**src/rtl/lu_pkg.sv**
```systemverilog
// Shared widths and latch layouts for the load-use stall unit.
// Assumes two source operands per instruction and bit 0 of the control
// word marking a memory read.
package lu_pkg;
    parameter int REG_AW    = 5;
    parameter int CTRL_W    = 5;
    parameter int NUM_SRC   = 2;
    localparam int MEMRD_BIT = 0;

    typedef logic [REG_AW-1:0] reg_id_t;
    typedef logic [CTRL_W-1:0] ctrl_t;

    typedef struct packed {
        reg_id_t rd;
        reg_id_t rs2;
        reg_id_t rs1;
        ctrl_t   ctrl;
    } fd_word_t;

    typedef struct packed {
        reg_id_t rd;
        ctrl_t   ctrl;
    } dx_word_t;
endpackage

```
**src/rtl/lu_hazard_detect.sv**
```systemverilog
// Combinational load-use detector. Raises stall when the execute-stage
// instruction reads memory into a non-zero register that any decode-stage
// source names. Assumes its inputs come straight from latch outputs.
module lu_hazard_detect
    import lu_pkg::*;
(
    input  logic    clk,
    input  logic    rst_n,
    input  ctrl_t   ex_ctrl,
    input  reg_id_t ex_rd,
    input  reg_id_t dec_src [NUM_SRC],
    output logic    stall
);
    logic [NUM_SRC-1:0] src_hit;
    logic               rd_live;

    // Target register 0 is hard-wired and never carries a pending value.
    assign rd_live = (ex_rd != '0);

    genvar s;
    generate
        for (s = 0; s < NUM_SRC; s++) begin : g_src
            // One equality comparator per decode source operand.
            assign src_hit[s] = (dec_src[s] == ex_rd);
        end
    endgenerate

    // Stall only for a live load target matched by some source, never in reset.
    assign stall = rst_n & ex_ctrl[MEMRD_BIT] & rd_live & (|src_hit);


    zero_reg_no_stall_chk: assert property (@(posedge clk) disable iff (!rst_n)
        (ex_rd == '0) |-> !stall);


    stall_needs_load_chk: assert property (@(posedge clk) disable iff (!rst_n)
        stall |-> ex_ctrl[MEMRD_BIT]);
endmodule

```
**src/rtl/lu_pc_reg.sv**
```systemverilog
// Program counter model. Advances by PC_STEP whenever write-enabled and
// holds otherwise. Assumes a synchronous active-low reset to address 0.
module lu_pc_reg #(
    parameter int PC_W    = 16,
    parameter int PC_STEP = 4
) (
    input  logic            clk,
    input  logic            rst_n,
    input  logic            we,
    output logic [PC_W-1:0] pc_q
);
    localparam logic [PC_W-1:0] STEP = PC_W'(PC_STEP);

    // Register the next fetch address or hold it during a stall.
    always_ff @(posedge clk) begin
        if (!rst_n)  pc_q <= '0;
        else if (we) pc_q <= pc_q + STEP;
    end


    pc_hold_chk: assert property (@(posedge clk) disable iff (!rst_n)
        !we |=> $stable(pc_q));


    pc_step_chk: assert property (@(posedge clk) disable iff (!rst_n)
        we |=> (pc_q == $past(pc_q) + STEP));
endmodule

```
**src/rtl/lu_fd_latch.sv**
```systemverilog
// Fetch-to-decode latch model. Captures the fetched instruction fields
// when write-enabled and keeps them otherwise. Clears to zero on reset.
module lu_fd_latch
    import lu_pkg::*;
(
    input  logic     clk,
    input  logic     rst_n,
    input  logic     we,
    input  fd_word_t d,
    output fd_word_t q
);
    // Load or retain the decode-stage instruction.
    always_ff @(posedge clk) begin
        if (!rst_n)  q <= '0;
        else if (we) q <= d;
    end


    fd_hold_chk: assert property (@(posedge clk) disable iff (!rst_n)
        !we |=> $stable(q));


    fd_load_chk: assert property (@(posedge clk) disable iff (!rst_n)
        we |=> (q == $past(d)));
endmodule

```
**src/rtl/lu_dx_latch.sv**
```systemverilog
// Decode-to-execute latch model. The target register always moves on;
// the control field is forced to zero when ctrl_zero is set, which turns
// the slot into a no-op. Clears to zero on reset.
module lu_dx_latch
    import lu_pkg::*;
(
    input  logic     clk,
    input  logic     rst_n,
    input  logic     ctrl_zero,
    input  dx_word_t d,
    output dx_word_t q
);
    // Advance the execute-stage word, injecting a bubble on request.
    always_ff @(posedge clk) begin
        if (!rst_n) begin
            q <= '0;
        end else begin
            q.rd   <= d.rd;
            q.ctrl <= ctrl_zero ? '0 : d.ctrl;
        end
    end


    bubble_ctrl_chk: assert property (@(posedge clk) disable iff (!rst_n)
        ctrl_zero |=> (q.ctrl == '0));


    bubble_rd_chk: assert property (@(posedge clk) disable iff (!rst_n)
        ctrl_zero |=> (q.rd == $past(d.rd)));
endmodule

```
**src/rtl/lu_stall_top.sv**
```systemverilog
// Load-use stall unit with its pipeline-front model. The detector looks
// at the execute and decode latches and, on a hazard, freezes the PC and
// the fetch-to-decode latch while bubbling the decode-to-execute latch.
// Assumes forwarding from the memory stage covers the following cycle.
module lu_stall_top
    import lu_pkg::*;
#(
    parameter int PC_W    = 16,
    parameter int PC_STEP = 4
) (
    input  logic              clk,
    input  logic              rst_n,
    input  logic [REG_AW-1:0] in_rs1,
    input  logic [REG_AW-1:0] in_rs2,
    input  logic [REG_AW-1:0] in_rd,
    input  logic [CTRL_W-1:0] in_ctrl,
    output logic [PC_W-1:0]   pc_q,
    output logic              pc_we,
    output logic              fd_we,
    output logic              dx_ctrl_zero,
    output logic [REG_AW-1:0] dec_rs1,
    output logic [REG_AW-1:0] dec_rs2,
    output logic [REG_AW-1:0] dec_rd,
    output logic [CTRL_W-1:0] dec_ctrl,
    output logic [REG_AW-1:0] ex_rd,
    output logic [CTRL_W-1:0] ex_ctrl
);
    fd_word_t fetch_word;
    fd_word_t fd_q;
    dx_word_t dx_d;
    dx_word_t dx_q;
    reg_id_t  dec_src [NUM_SRC];
    logic     stall;
    logic     rst_seen_q;

    // Pack the fetched fields into the fetch-to-decode layout.
    always_comb begin
        fetch_word.rs1  = in_rs1;
        fetch_word.rs2  = in_rs2;
        fetch_word.rd   = in_rd;
        fetch_word.ctrl = in_ctrl;
    end

    // Present decode sources to the detector in operand order.
    assign dec_src[0] = fd_q.rs1;
    assign dec_src[1] = fd_q.rs2;

    // Forward the decode word toward execute.
    assign dx_d.rd   = fd_q.rd;
    assign dx_d.ctrl = fd_q.ctrl;

    lu_hazard_detect u_detect (
        .clk     (clk),
        .rst_n   (rst_n),
        .ex_ctrl (dx_q.ctrl),
        .ex_rd   (dx_q.rd),
        .dec_src (dec_src),
        .stall   (stall)
    );

    lu_pc_reg #(.PC_W(PC_W), .PC_STEP(PC_STEP)) u_pc (
        .clk   (clk),
        .rst_n (rst_n),
        .we    (pc_we),
        .pc_q  (pc_q)
    );

    lu_fd_latch u_fd (
        .clk   (clk),
        .rst_n (rst_n),
        .we    (fd_we),
        .d     (fetch_word),
        .q     (fd_q)
    );

    lu_dx_latch u_dx (
        .clk       (clk),
        .rst_n     (rst_n),
        .ctrl_zero (stall),
        .d         (dx_d),
        .q         (dx_q)
    );

    // Drive the stall controls and the observable latch contents.
    assign pc_we        = ~stall;
    assign fd_we        = ~stall;
    assign dx_ctrl_zero = stall;
    assign dec_rs1      = fd_q.rs1;
    assign dec_rs2      = fd_q.rs2;
    assign dec_rd       = fd_q.rd;
    assign dec_ctrl     = fd_q.ctrl;
    assign ex_rd        = dx_q.rd;
    assign ex_ctrl      = dx_q.ctrl;

    // Remember that the last edge was a reset edge, for the reset check.
    always_ff @(posedge clk) rst_seen_q <= !rst_n;


    always_ff @(posedge clk) begin
        if (rst_seen_q === 1'b1) begin
            reset_state_chk: assert (pc_q == '0 && fd_q == '0 && dx_q == '0);
        end
    end


    single_stall_chk: assert property (@(posedge clk) disable iff (!rst_n)
        dx_ctrl_zero |=> !dx_ctrl_zero);


    stall_match_chk: assert property (@(posedge clk) disable iff (!rst_n)
        dx_ctrl_zero |-> (ex_rd == dec_rs1 || ex_rd == dec_rs2));
endmodule

```
**config.mk**
```make
export PLATFORM = sky130hd
export DESIGN_NAME = lu_stall_top
export DESIGN_NICKNAME = d
export VERILOG_FILES = /design/src/rtl/lu_pkg.sv /design/src/rtl/lu_hazard_detect.sv /design/src/rtl/lu_pc_reg.sv /design/src/rtl/lu_fd_latch.sv /design/src/rtl/lu_dx_latch.sv /design/src/rtl/lu_stall_top.sv
export SDC_FILE = /design/constraint.sdc
export NUM_CORES = 1
export LEC_CHECK = 0
export CAP_MARGIN = 15
export CORE_MARGIN = 1.5
export CORE_UTILIZATION = 44
export CTS_CLUSTER_DIAMETER = 100
export CTS_CLUSTER_SIZE = 14
export DETAILED_ROUTE_END_ITERATION = 8
export PLACE_DENSITY = 0.81
export SYNTH_ARGS = -nofsm -noshare
export SYNTH_HDL_FRONTEND = slang
export SYNTH_SLANG_ARGS = --single-unit
export TNS_END_PERCENT = 30
```
**constraint.sdc**
```tcl
create_clock -name clk -period 2.35 [get_ports clk]
set_clock_uncertainty 0.05 [all_clocks]
set_input_delay 0.5875 -clock clk [delete_from_list [all_inputs] [get_ports clk]]
set_output_delay 0.5875 -clock clk [all_outputs]
set_load 0.01 [all_outputs]
```
* Word level (Yosys, flattened, before mapping)
Cells that the tools add are included.
** Storage, ports and cells
- Output and inout port bits :: 49
- Bits in registers :: 46
- Bits of input ports :: 22
- Logic and storage cells :: 18
** Operators by class
- Reductions and logical operators :: 3
- Add/subtract/negate cells :: 1
- Equality and inequality tests :: 2
- Bitwise logic cells :: 5
** Operator list (count)
- $add 16x3->16 const B :: 1
- $eq 5x5->1 :: 2
- $reduce_bool 5->1 :: 1
- $reduce_or 2->1 :: 2
- $and 1x1->1 :: 3
- $not 1->1 :: 2

* Longest topological paths before layout
Gate-level depths: netlist of run 1.
- Depth in word-level cells :: 4
- Gate-level depth with buffers :: 6
- Depth with buffers taken out :: 5

* Hierarchy
Synthesis of run 1 repeated with hierarchy kept, for this count alone.
** Unflattened totals
- Cells, all modules :: 178
- Area, all modules :: 1856.8 um^2
** By module, submodules not included
- lu_fd_latch :: seq. area each 400.4 um^2, cells an instance 64, times used 1, area each 755.7 um^2
- lu_pc_reg :: seq. area each 280.3 um^2, cells an instance 75, times used 1, area each 675.6 um^2
- lu_dx_latch :: seq. area each 200.2 um^2, cells an instance 20, times used 1, area each 281.5 um^2
- lu_hazard_detect :: seq. area each 0.0 um^2, cells an instance 17, times used 1, area each 132.6 um^2
- lu_stall_top :: seq. area each 0.0 um^2, cells an instance 2, times used 1, area each 11.3 um^2

* Worst setup path after synthesis of run 1
No wires, ideal clock.
- Path kind :: register -> output
- Start point :: register u_dx.q[6] (netlist bit)
- End point :: output pc_we
- Required time :: 1.712 ns
- Buffers on the path :: 2
- Arrival :: 1.660 ns
- Cell stages (with the launch flop) :: 6
- Path slack :: 0.053 ns
- Cell sequence :: dfxtp_1 > or4_4 > o21a_4 > buf_1 > nand3_1 > buf_4
** Between the ends
- Cells in the longest elaborated chain, start to end :: 4
- Elaborated cells on any way between the ends :: 7
- Those cells by class :: 2 x eq/ne; 3 x bitwise; 2 x reduce/logical
** Ends and longest elaborated chain
- start: declaration :: line lu_dx_latch.sv:11 : output dx_word_t q
- $eq 5x5->1 or $reduce_bool 5->1 (tied branches) :: line lu_hazard_detect.sv:24, lu_hazard_detect.sv:18
- $reduce_or 2->1 or $and 1x1->1 (tied branches) :: line lu_hazard_detect.sv:29 : assign stall = rst_n & ex_ctrl[MEMRD_BIT] & rd_live & (|src_hit);
- $and 1x1->1 (*) :: line lu_hazard_detect.sv:29
- $not 1->1 (*)
- end: declaration :: line lu_stall_top.sv:18 : output logic pc_we,
Mark *: on every way between the ends. The rest lies on a longest branch, timed or not.

* Worst setup path in the final report of run 1
- Start point :: register u_dx.q[6] (netlist bit)
- End point :: output dx_ctrl_zero
** Between the ends
- Cells in the longest elaborated chain, start to end :: 3
- Elaborated cells on any way between the ends :: 6
- Those cells by class :: 2 x eq/ne; 2 x bitwise; 2 x reduce/logical
** Ends and longest elaborated chain
- $eq 5x5->1 or $reduce_bool 5->1 (tied branches) :: line lu_hazard_detect.sv:24, lu_hazard_detect.sv:18
- $reduce_or 2->1 or $and 1x1->1 (tied branches) :: line lu_hazard_detect.sv:29
- $and 1x1->1 (*) :: line lu_hazard_detect.sv:29
- end: declaration :: line lu_stall_top.sv:20 : output logic dx_ctrl_zero,
Marked as above.

==> impl_metrics.py, run 1 <==
metrics = {
    "outcome": {
        "status": "complete, no violations",
    },
    "die": {
        "fp.dieH_um": 70.98,
        "start_util_pct": 46.06,
        "io_pins": 71,
        "die-width_um": 70.98,
        "dieArea_um2": 5037,
        "core_area_um2": 4414,
        "rows": 24,
    },
    "route": {
        "wire_per_inst_um": 14.39,
        "via_count": 1864,
        "ant_nets": 0,
        "dr.pass1.iters": 4,
        "remaining_drc_errors": 0,
        "routed_wl_mm": 4.994,
        "drt_iter0_drc": 84,
        "via_per_inst": 5.372,
    },
    "yosys": {
        "synth_common_cells": "44 x dfxtp_1, 27 x nand3_1, 21 x a21oi_1, 19 x nand2_1, 13 x o21ai_0",
        "synth_edf_count": 0,
        "syn_area_um2": 2033,
        "synth_area_leaders": "dfxtp_1 43%, nand3_1 6.6%, mux2i_1 5.9%, a21oi_1 5.2%, xnor2_1 4.3%",
        "ys_warn_count": 0,
        "ys_ff_latch": 44,
        "synth_top_area_share_pct": 43.32,
        "synth.most_common_cell": "dfxtp_1",
        "synthArstFlopShare_pct": 0,
        "synth_area_leader_cell": "dfxtp_1",
        "ys_types": 32,
        "ys_seq_area_share_pct": 43.32,
        "netlist_instances": 224,
        "synthFlopType": "dfxtp_1",
        "synth_area_per_cell_um2": 9.077,
    },
    "place": {
        "dp_hpwl_mm": 3.398,
        "place.gp.congestion": 0.8143,
        "io_buffer_count": 68,
        "dp_slack_ns": -0.1650,
        "placed_cell_area_um2": 2731,
    },
    "cts": {
        "cts_tree": "yes",
        "cts_buffers": 5,
        "clock_sinks": 44,
        "clock_latency_ns": 0.30,
        "clk_pin_slew_ns": 0.09,
        "cts_buffer_depth": 2,
        "htreeDepth": 2,
        "ctsRootBufferMaster": "clkbuf_8",
    },
    "critical_path": {
        "critPathMaxFanout": 3,
        "crit_arrival_ns": 1.63,
        "critPathRequiredTime_ns": 1.71,
        "worstSetupStartpointType": "flop",
        "end_kind": "primary output",
        "cp-startpoint": "u_dx.q[6]$_SDFF_PN0_",
        "path_buf_inv": 2,
        "critPathMaxStageDelay_ns": 0.53,
        "cp_cell_sequence": "or4_4 -> o21a_4 -> nand3_4 -> inv_1 -> buf_2",
        "cpMaxStageDelayCell": "or4_4",
        "crit_type": "flop to primary output",
        "regToRegStartpoint": "u_dx.q[6]$_SDFF_PN0_",
        "cp_top_family": "simple AND/OR/NAND/NOR gates",
    },
    "sta": {
        "grt_setup_unrepaired": "false",
        "setup_viol": 0,
        "period_needed_ns": 2.270,
        "maxSlewViolCount": 0,
        "hold_violations": 0,
        "max_clock_freq_mhz": 440.6,
        "timing.hold.ws_ns": 0.4256,
        "period_share_pct": 96.59,
        "setup_ws_ns": 0.08020,
        "tns_ns": 0,
    },
    "global_routing": {
        "grt_pass1_vias": 1727,
        "grt_max_degree": 36,
        "grt_pass1_wl_mm": 8.238,
        "antenna_found_initial": 0,
        "track_usage_pct": 20.46,
        "grt_overflow": 0,
    },
    "finish": {
        "antennaDiodeCount": 0,
        "final_area_um2": 2818,
        "layout-drive-gt1-share_pct": 12.88,
        "finalNetCount": 317,
        "areaGrowthSynthToFinish_pct": 38.58,
    },
    "min_path": {
        "hp-class": "flop to flop",
        "hold_start": "u_fd.q[0]$_SDFFE_PN0N_",
    },
    "power_and_ir_drop": {
        "power_density_nw_per_um2": 565.8,
        "p_leak_uw": 0.001041,
        "ir_worst_vdd_mv": 0.3958,
    },
    "run": {
        "max_cap_viol_count": 0,
    },
}
## registers in the layout (all words and copies together), names as in the netlist
register / flops
u_dx.q: 10
u_fd.q: 20
u_pc.pc_q: 14
## layout by cell type, fill, tap and decap left out
cell and count:
a211oi_2 2, a21boi_0 1, a21oi_1 21, a21oi_2 6, and2_1 7, and3_1 8
buf_2 3, buf_4 12, clkbuf_8 5, clkdlybuf4s50_1 65, clkinv_2 2, clkinv_4 1
conb_1 2, dfxtp_1 43, dfxtp_2 1, ha_1 1, inv_1 2, mux2i_1 12
nand2_1 19, nand2b_1 12, nand3_1 26, nand3_4 1, nand4_1 1, nor3_1 1
nor3_2 1, o2111ai_1 3, o21a_4 1, o21ai_0 13, o21ai_1 9, o21ai_2 1
o22a_1 1, o22ai_2 1, or4_4 1, xnor2_1 10
## tightest hold or removal path, delay by kind of cell, from the launching register on
kind / cells / cell delay [ns]
flip-flops: 1 / 0.32
AND/OR/NAND/NOR: 1 / 0.06
AO/OA/AOI/OAI: 1 / 0.05
## cell type report
cell class,instances,area [um^2]
Clock inverter,3,18.77
Sequential cell,44,882.1
Clock buffer,5,68.82
Timing Repair Buffer,80,755.7
Fill cell,390,1597
Multi-Input combinational cell,161,1020
Tap cell,52,65.06
Inverter,2,7.507
## routing by layer
metal / up-vias / share of wire [%] / GRT usage, %
met2: 57 / 48 / 33.96
met4: 0 / 1.5 / 8.595
met3: 7 / 5.3 / 4.558
li1: 918 / - / -
met5: - / 0 / 0
met1: 882 / 45 / 25.67
## metrics by stage
stage	utilization [%]	instances	power (uW)
after floorplan	-	225	1000
after global placement	61.88	339	1136
after detailed placement	61.88	339	1138
after CTS	64.12	347	1606
after global routing	63.83	347	1666
final	63.83	347	1594
## where the power goes
part	total, uW	leakage [uW]	internal [uW]	switching [uW]
registers	807	0.000363	779	28.4
logic	316	0.000631	151	165
clock network	471	0.0000479	207	264
total	1590	0.00104	1140	457
## logic make-up after synthesis
kind of cell | share of synthesized area (%)
xor+xnor | 4.307
buf+inv | 7.323
other cells | 0.1844
compound gates | 18.28
fa+ha+maj | 0.6153
simple gates | 20.06
flops | 43.32
mux | 5.908
## final timing paths
kind,endpoint,slack [ns],cells past startpoint
worst max-delay path,dx_ctrl_zero,0.08,5
worst min-delay path,u_fd.q[0]$_SDFFE_PN0N_,0.43,2
worst max register to register,u_dx.q[2]$_SDFF_PP0_,0.37,7
worst min register to register,u_fd.q[0]$_SDFFE_PN0N_,0.43,2
## what timing repair did
item | in CTS | in global routing
buffers inserted | 0 | 0
endpoints found under the hold margin | 0 | 0
endpoints found under the setup margin | 3 | 2
gates resized for setup | 13 | 2
pin swaps | 0 | 1
hold buffers | 0 | 0
Power figures use the tool's default switching activity.
==> inputs of run 2 (changes only) <==
SETUP_SLACK_MARGIN = 0.02   (was not set)
==> results of run 2 <==
The final DEF is identical to that of run 1; final timing and power are the same.
Among the figures that moved: number of gates resized after CTS 13 -> 15; wire length of the first global-routing pass 8238 um -> 8224 um; via count of the first global-routing pass 1727 -> 1722; overall routing resource usage 20.46% -> 20.43%; met2 usage 33.96% -> 33.85%
